<file path="src/rtl/frame_readout_seq.sv">
module frame_readout_seq #(
  parameter int COLS  = 640,
  parameter int ROWS  = 480,
  parameter int XSTEP = 8,
  parameter int XBW   = $clog2(COLS / XSTEP + 1),
  parameter int XW    = $clog2(COLS),
  parameter int YW    = $clog2(ROWS + 1)
) (
  input  logic           clk,
  input  logic           rst_n,
  input  logic [XBW-1:0] win_col_blk,
  input  logic [XBW-1:0] win_blk_cnt,
  input  logic [YW-1:0]  win_row,
  input  logic [YW-1:0]  win_lines,
  input  logic [1:0]     speed_code,
  input  logic           skip_mode,
  output logic           frame_valid,
  output logic           line_valid,
  output logic [XW-1:0]  col_addr,
  output logic [YW-1:0]  row_addr,
  output logic           frame_done
);
  localparam int NBLK = COLS / XSTEP;
  localparam int CW   = 11;

  typedef enum logic [1:0] {ST_FOT, ST_ROT, ST_PIX} st_t;
  st_t st;

  logic [CW-1:0] cnt;
  logic [YW-1:0] line_i;
  logic [XW-1:0] col_first_q, col_last_q;
  logic [YW-1:0] row_first_q, nlines_q;
  logic [1:0]    gran_q;
  logic          skip_q;

  int xs_i, wb_i, ys_i, avail_i, nl_i;
  always_comb begin
    xs_i = (int'(win_col_blk) >= NBLK) ? NBLK - 1 : int'(win_col_blk);
    wb_i = (win_blk_cnt == '0) ? 1 : int'(win_blk_cnt);
    if (wb_i > NBLK - xs_i) wb_i = NBLK - xs_i;
    ys_i = (int'(win_row) > ROWS - 1) ? ROWS - 1 : int'(win_row);
    avail_i = skip_mode ? (ROWS - ys_i + 1) / 2 : ROWS - ys_i;
    nl_i = (win_lines == '0) ? 1 : int'(win_lines);
    if (nl_i > avail_i) nl_i = avail_i;
  end

  logic [CW-1:0] fot_len, rot_len;
  always_comb begin
    case (gran_q)
      2'd3:    begin fot_len = CW'(1200); rot_len = CW'(48); end
      2'd2:    begin fot_len = CW'(624);  rot_len = CW'(32); end
      2'd1:    begin fot_len = CW'(336);  rot_len = CW'(24); end
      default: begin fot_len = CW'(192);  rot_len = CW'(20); end
    endcase
    if (skip_q) rot_len = rot_len + CW'(8);
  end

  always_ff @(posedge clk) begin
    if (!rst_n) begin
      st <= ST_FOT; cnt <= '0; line_i <= '0;
      col_addr <= '0; row_addr <= '0; frame_done <= 1'b0;
      col_first_q <= '0; col_last_q <= '0; row_first_q <= '0;
      nlines_q <= '0; gran_q <= '0; skip_q <= 1'b0;
    end else begin
      frame_done <= 1'b0;
      case (st)
        ST_FOT: begin
          if (cnt == '0) begin
            col_first_q <= XW'(xs_i * XSTEP);
            col_last_q  <= XW'((xs_i + wb_i) * XSTEP - 1);
            row_first_q <= YW'(ys_i);
            nlines_q    <= YW'(nl_i);
            gran_q      <= speed_code;
            skip_q      <= skip_mode;
          end
          if (cnt == fot_len - 1'b1) begin
            cnt <= '0; st <= ST_ROT; row_addr <= row_first_q; line_i <= '0;
          end else cnt <= cnt + 1'b1;
        end
        ST_ROT: begin
          if (cnt == rot_len - 1'b1) begin
            cnt <= '0; st <= ST_PIX; col_addr <= col_first_q;
          end else cnt <= cnt + 1'b1;
        end
        default: begin
          if (col_addr == col_last_q) begin
            if (line_i == nlines_q - 1'b1) begin
              st <= ST_FOT; frame_done <= 1'b1;
            end else begin
              st <= ST_ROT; line_i <= line_i + 1'b1;
              row_addr <= row_addr + (skip_q ? YW'(2) : YW'(1));
            end
          end else col_addr <= col_addr + 1'b1;
        end
      endcase
    end
  end

  assign frame_valid = (st != ST_FOT);
  assign line_valid  = (st == ST_PIX);

  p_lv_inside_fv_r10: assert property (@(posedge clk) disable iff (!rst_n)
    line_valid |-> frame_valid);
  p_col_step_r5: assert property (@(posedge clk) disable iff (!rst_n)
    (line_valid && $past(line_valid)) |-> (col_addr == $past(col_addr) + 1'b1));
  p_row_hold_r6: assert property (@(posedge clk) disable iff (!rst_n)
    (line_valid && $past(line_valid)) |-> $stable(row_addr));
  p_col_align_r5: assert property (@(posedge clk) disable iff (!rst_n)
    $rose(line_valid) |-> (col_addr[2:0] == 3'd0));
  p_in_array_r7: assert property (@(posedge clk) disable iff (!rst_n)
    line_valid |-> (int'(col_addr) < COLS && int'(row_addr) < ROWS));
  p_done_pulse_r4: assert property (@(posedge clk) disable iff (!rst_n)
    frame_done |=> !frame_done);
  p_done_at_end_r4: assert property (@(posedge clk) disable iff (!rst_n)
    $fell(frame_valid) |-> frame_done);
endmodule

</file>
<file path="config.mk">
export PLATFORM = sky130hd
export DESIGN_NAME = frame_readout_seq
export DESIGN_NICKNAME = d
export VERILOG_FILES = /design/src/rtl/frame_readout_seq.sv
export SDC_FILE = /design/constraint.sdc
export NUM_CORES = 1
export LEC_CHECK = 0
export BUFFER_PORTS_ARGS = -buffer_cell sky130_fd_sc_hd__buf_2
export CAP_MARGIN = 20
export CORE_MARGIN = 2
export CORE_UTILIZATION = 55
export CTS_CLUSTER_DIAMETER = 120
export CTS_CLUSTER_SIZE = 16
export DETAILED_ROUTE_END_ITERATION = 8
export GPL_TIMING_DRIVEN = 0
export MAX_ROUTING_LAYER = met4
export PLACE_DENSITY_LB_ADDON = 0.25
export SYNTH_ARGS = -nofsm -noshare
export SYNTH_HDL_FRONTEND = slang
export SYNTH_SLANG_ARGS = --single-unit
</file>
<file path="constraint.sdc">
create_clock -name clk -period 6.9 [get_ports clk]
set_clock_uncertainty 0.1 [all_clocks]
set_input_delay 1.035 -clock clk [delete_from_list [all_inputs] [get_ports clk]]
set_output_delay 1.035 -clock clk [all_outputs]
set_load 0.02 [all_outputs]
</file>
==> PnR_summary.wiki <==
{| class="wikitable"
! Metric !! Value
|-
| Fraction of final layout cells sized beyond drive strength 1 || 11.0%
|-
| Power density over the cells || 185 nW/um^2
|-
| Post-synthesis sequential area ratio || 25.4%
|-
| Final worst-path cycle share || 89.4%
|-
| Routed Wire Length || 15300 um
|-
| Arrival time of data at the critical path endpoint || 6.38 ns
|-
| Kind of start point of the critical path || input pin
|-
| Distinct cell type count after synthesis || 75
|-
| Post-synthesis instance area || 6160 um^2
|-
| Number of port buffers || 56
|-
| Amount of wire on met3 after detailed routing || 711 um
|-
| Count of antenna-violating nets left after detailed routing || 0
|-
| Area of the die || 12100 um^2
|-
| Cells resized by post-CTS repair || 0
|-
| Via-to-Cell Ratio || 5.77
|-
| GRT Resource Usage Total || 27.7%
|-
| Max Freq || 162 MHz
|-
| Pins Over Slew Limit || 0
|-
| Die Wd || 110 um
|-
| Boundary pin count || 59
|-
| Starting density of the core || 56.6%
|-
| Worst-case setup margin in the final layout || 0.732 ns
|-
| Fraction of registers with async set/reset || 0%
|-
| List of most frequent post-synthesis cells || sky130_fd_sc_hd__nor2_1, sky130_fd_sc_hd__dfxtp_1, sky130_fd_sc_hd__nand2_1, sky130_fd_sc_hd__a21oi_1, sky130_fd_sc_hd__ha_1
|-
| Cell type group with the largest total delay on the critical path || compound AO/OA/AOI/OAI gates
|-
| Clock latency reported for the late side of the worst-skew pair || 0.37 ns
|-
| Synthesized area per cell || 7.66 um^2
|-
| Top cell by count, worst path || sky130_fd_sc_hd__a21oi_1
|-
| TritonCTS clock tree || done
|-
| Count of hold buffers inserted by post-cts repair || 0
|-
| Post-detailed-route DRC marker count || 0
|-
| Top FF cell, synth || sky130_fd_sc_hd__dfxtp_1
|-
| Crit path required time || 7.11 ns
|-
| Class of the most critical setup path || input pin to flop
|-
| Post-CTS setup repair buffer count || 0
|-
| Number of antenna cells inserted || 0
|-
| Buffer depth of the longest clock path || 2
|-
| Final design area excluding fillers || 6860 um^2
|-
| Reported max-cap violation count || 0
|-
| Via count of the first global-routing pass || 5453
|-
| Critical Path, Cell by Cell || buf_2 > o21a_1 > nor2_1 > ha_1 > or3b_2 > a211o_1 > ha_1 > nand3_1 > o21bai_1 > a21oi_1 > clkbuf_1 > mux2_2 > ha_1 > a21o_1 > a21oi_1 > o21bai_1 > a21oi_1 > xnor2_1 > nor4_1 > xnor3_1 > a21oi_1
|-
| Antenna violations before repair || 0
|-
| Detailed-routing iteration count for the pre-antenna-repair pass || 5
|-
| Synth warn || 0
|-
| Routed wirelength normalized by instance count || 14.9 um
|-
| Largest area contributor in the synthesized netlist || sky130_fd_sc_hd__dfxtp_1
|-
| Remaining Overflow, GRT || 0
|-
| DRC violation total after the first TritonRoute iteration || 446
|-
| # setup viols final || 0
|-
| Met2 wire len || 7260 um
|-
| Sum Neg Setup Slack || 0 ns
|-
| Total CTS buffers || 9
|-
| Uppermost routed layer || met4
|-
| Final estimated routing congestion in global placement || 0.927
|-
| Clock period minus final worst setup slack || 6.17 ns
|-
| Via count || 5929
|-
| Setup slack after placement || 0.341 ns
|-
| RSZ-0062 raised after global routing || false
|-
| Number of synthesized register bits || 78
|-
| Post-route core utilization || 63.0%
|-
| Post-route insts no fill || 1028
|-
| Highest-delay cell along the critical path || sky130_fd_sc_hd__or3b_2
|-
| Clock tree sinks || 78
|-
| Worst vdd rail ir drop || 107 uV
|-
| Leak pwr || 2.86 nW
|-
| H-tree lvl count || 3
|-
| Placeable Area || 10900 um^2
|-
| Count of standard-cell rows || 38
|-
| Outcome || finished, final reports clean
|-
| Wl on met1 || 7050 um
|-
| Worst hold path class || flop to flop
|-
| CP Buf/Inv Count || 2
|-
| Most repeated cell in the gate-level netlist after synthesis || sky130_fd_sc_hd__nor2_1
|-
| Die height || 110 um
|-
| Maximum fanout encountered on the critical timing path || 10
|-
| Area share of the largest cell type after synthesis || 25.4%
|-
| Number of flops mapped to enable cells by yosys || 0
|-
| Transition time at the pin with the least slew margin || 0.911 ns
|-
| Largest net degree at the start of global routing || 14
|-
| Kind of capture point of the worst setup path || flop
|-
| Nets || 973
|-
| Synthesized netlist cell count || 804
|-
| Placed cell count || 1012
|-
| Final Hold Viols || 0
|-
| Total power || 1.27 mW
|-
| Clock root buffer master || sky130_fd_sc_hd__clkbuf_8
|-
| Post-detailed-placement half-perimeter wirelength || 12100 um
|-
| First-pass GRT wire length || 25800 um
|-
| Area growth from synthesis to layout || 11.3%
|-
| Largest incremental delay on the critical path || 0.45 ns
|-
| Hold WS || 0.360 ns
|-
| Clock-pin slew reported for the worst setup and hold paths after clock tree synthesis || 0.08 ns
|-
| Slew margin rel. || 38.6%
|-
| Placed cell area || 6660 um^2
|-
| Leading cell types by total area after synthesis || sky130_fd_sc_hd__dfxtp_1, sky130_fd_sc_hd__ha_1, sky130_fd_sc_hd__xnor2_1
|}
==> where the power goes <==
group | total (mW) | internal, mW | switching [mW]
Sequential | 0.513 | 0.483 | 0.0306
Combinational | 0.405 | 0.180 | 0.225
Clock | 0.349 | 0.177 | 0.172
==> layer usage <==
metal	track usage, %	vias to the layer above
met1	35.8	2766
met4	8.14	0
met2	44.8	164
met5	-	-
li1	-	2979
met3	4.15	20
==> path summary, 6_finish.rpt <==
| check | start | endpoint | slack (ns) | cells past startpoint |
|---|---|---|---|---|
| worst min-delay path | row_first_q[8]$_SDFFE_PN0P_ | row_first_q[8]$_SDFFE_PN0P_ | 0.36 | 2 |
| worst max-delay path | win_col_blk[4] | col_last_q[9]$_SDFFE_PN0P_ | 0.73 | 21 |
| worst min register to register | row_first_q[8]$_SDFFE_PN0P_ | row_first_q[8]$_SDFFE_PN0P_ | 0.36 | 2 |
| worst max register to register | gran_q[0]$_SDFFE_PN0P_ | cnt[9]$_SDFFE_PN0P_ | 3.10 | 16 |
==> worst register-to-register path: cells and delay by family (launching register included) <==
| kind | cells | cell delay, ns |
|---|---|---|
| AOI/OAI and AO/OA | 3 | 0.83 |
| xor gates and xnor gates | 1 | 0.14 |
| buffers and inverters | 3 | 0.67 |
| DFF | 1 | 0.48 |
| adders and majority gates | 2 | 0.50 |
| and+or+nand+nor | 7 | 0.93 |
==> registers in the layout, summed over array words and instances (netlist names) <==
name	cells
nlines_q	9
frame_done	1
col_last_q	8
gran_q	2
row_first_q	9
cnt	11
row_addr	9
line_i	9
col_first_q	7
col_addr	10
skip_q	1
st	2
==> layout make-up <==
type                    instances  area (um^2)
multi-input cells             646         4260
fillers                       980         4030
flip-flops and latches         78         1560
repair buffers                 56          280
plain buffers                  54          238
well taps                     140          175
inverters                      38          143
clock buffers                  11          141
clock inverters                 5         56.3
==> logic make-up after synthesis <==
group / synth area share [%]
fa+ha+maj: 11.0
mux: 2.19
flops: 25.4
other cells: 0.122
compound gates: 19.6
simple gates: 24.5
xor+xnor: 11.1
buf+inv: 6.18
==> placed cells by master, fill, tap and decap left out, drive strengths merged, types with 4 or more instances in the layout <==
master,netlist,final
and2,8,8
buf,6,62
nand3,29,29
o221a,4,4
a211o,4,4
and3,9,9
nand2,73,73
nor3b,5,5
a211oi,12,12
a31oi,6,6
nor2,99,99
clkbuf,47,58
o21ai,34,34
a21oi,58,58
xnor2,48,48
nor3,19,19
conb,2,14
o31ai,7,7
o21bai,4,4
xor2,25,25
or4,4,4
inv,38,39
dfxtp,78,78
and4,5,5
o21a,7,7
mux2,4,4
nand4,13,13
mux2i,9,9
o211a,4,4
ha,51,51
nor4,13,13
a21o,7,7
a22o,7,7
or2,4,4
o211ai,4,4
nor2b,13,13
(Power assumes the default switching activity.)
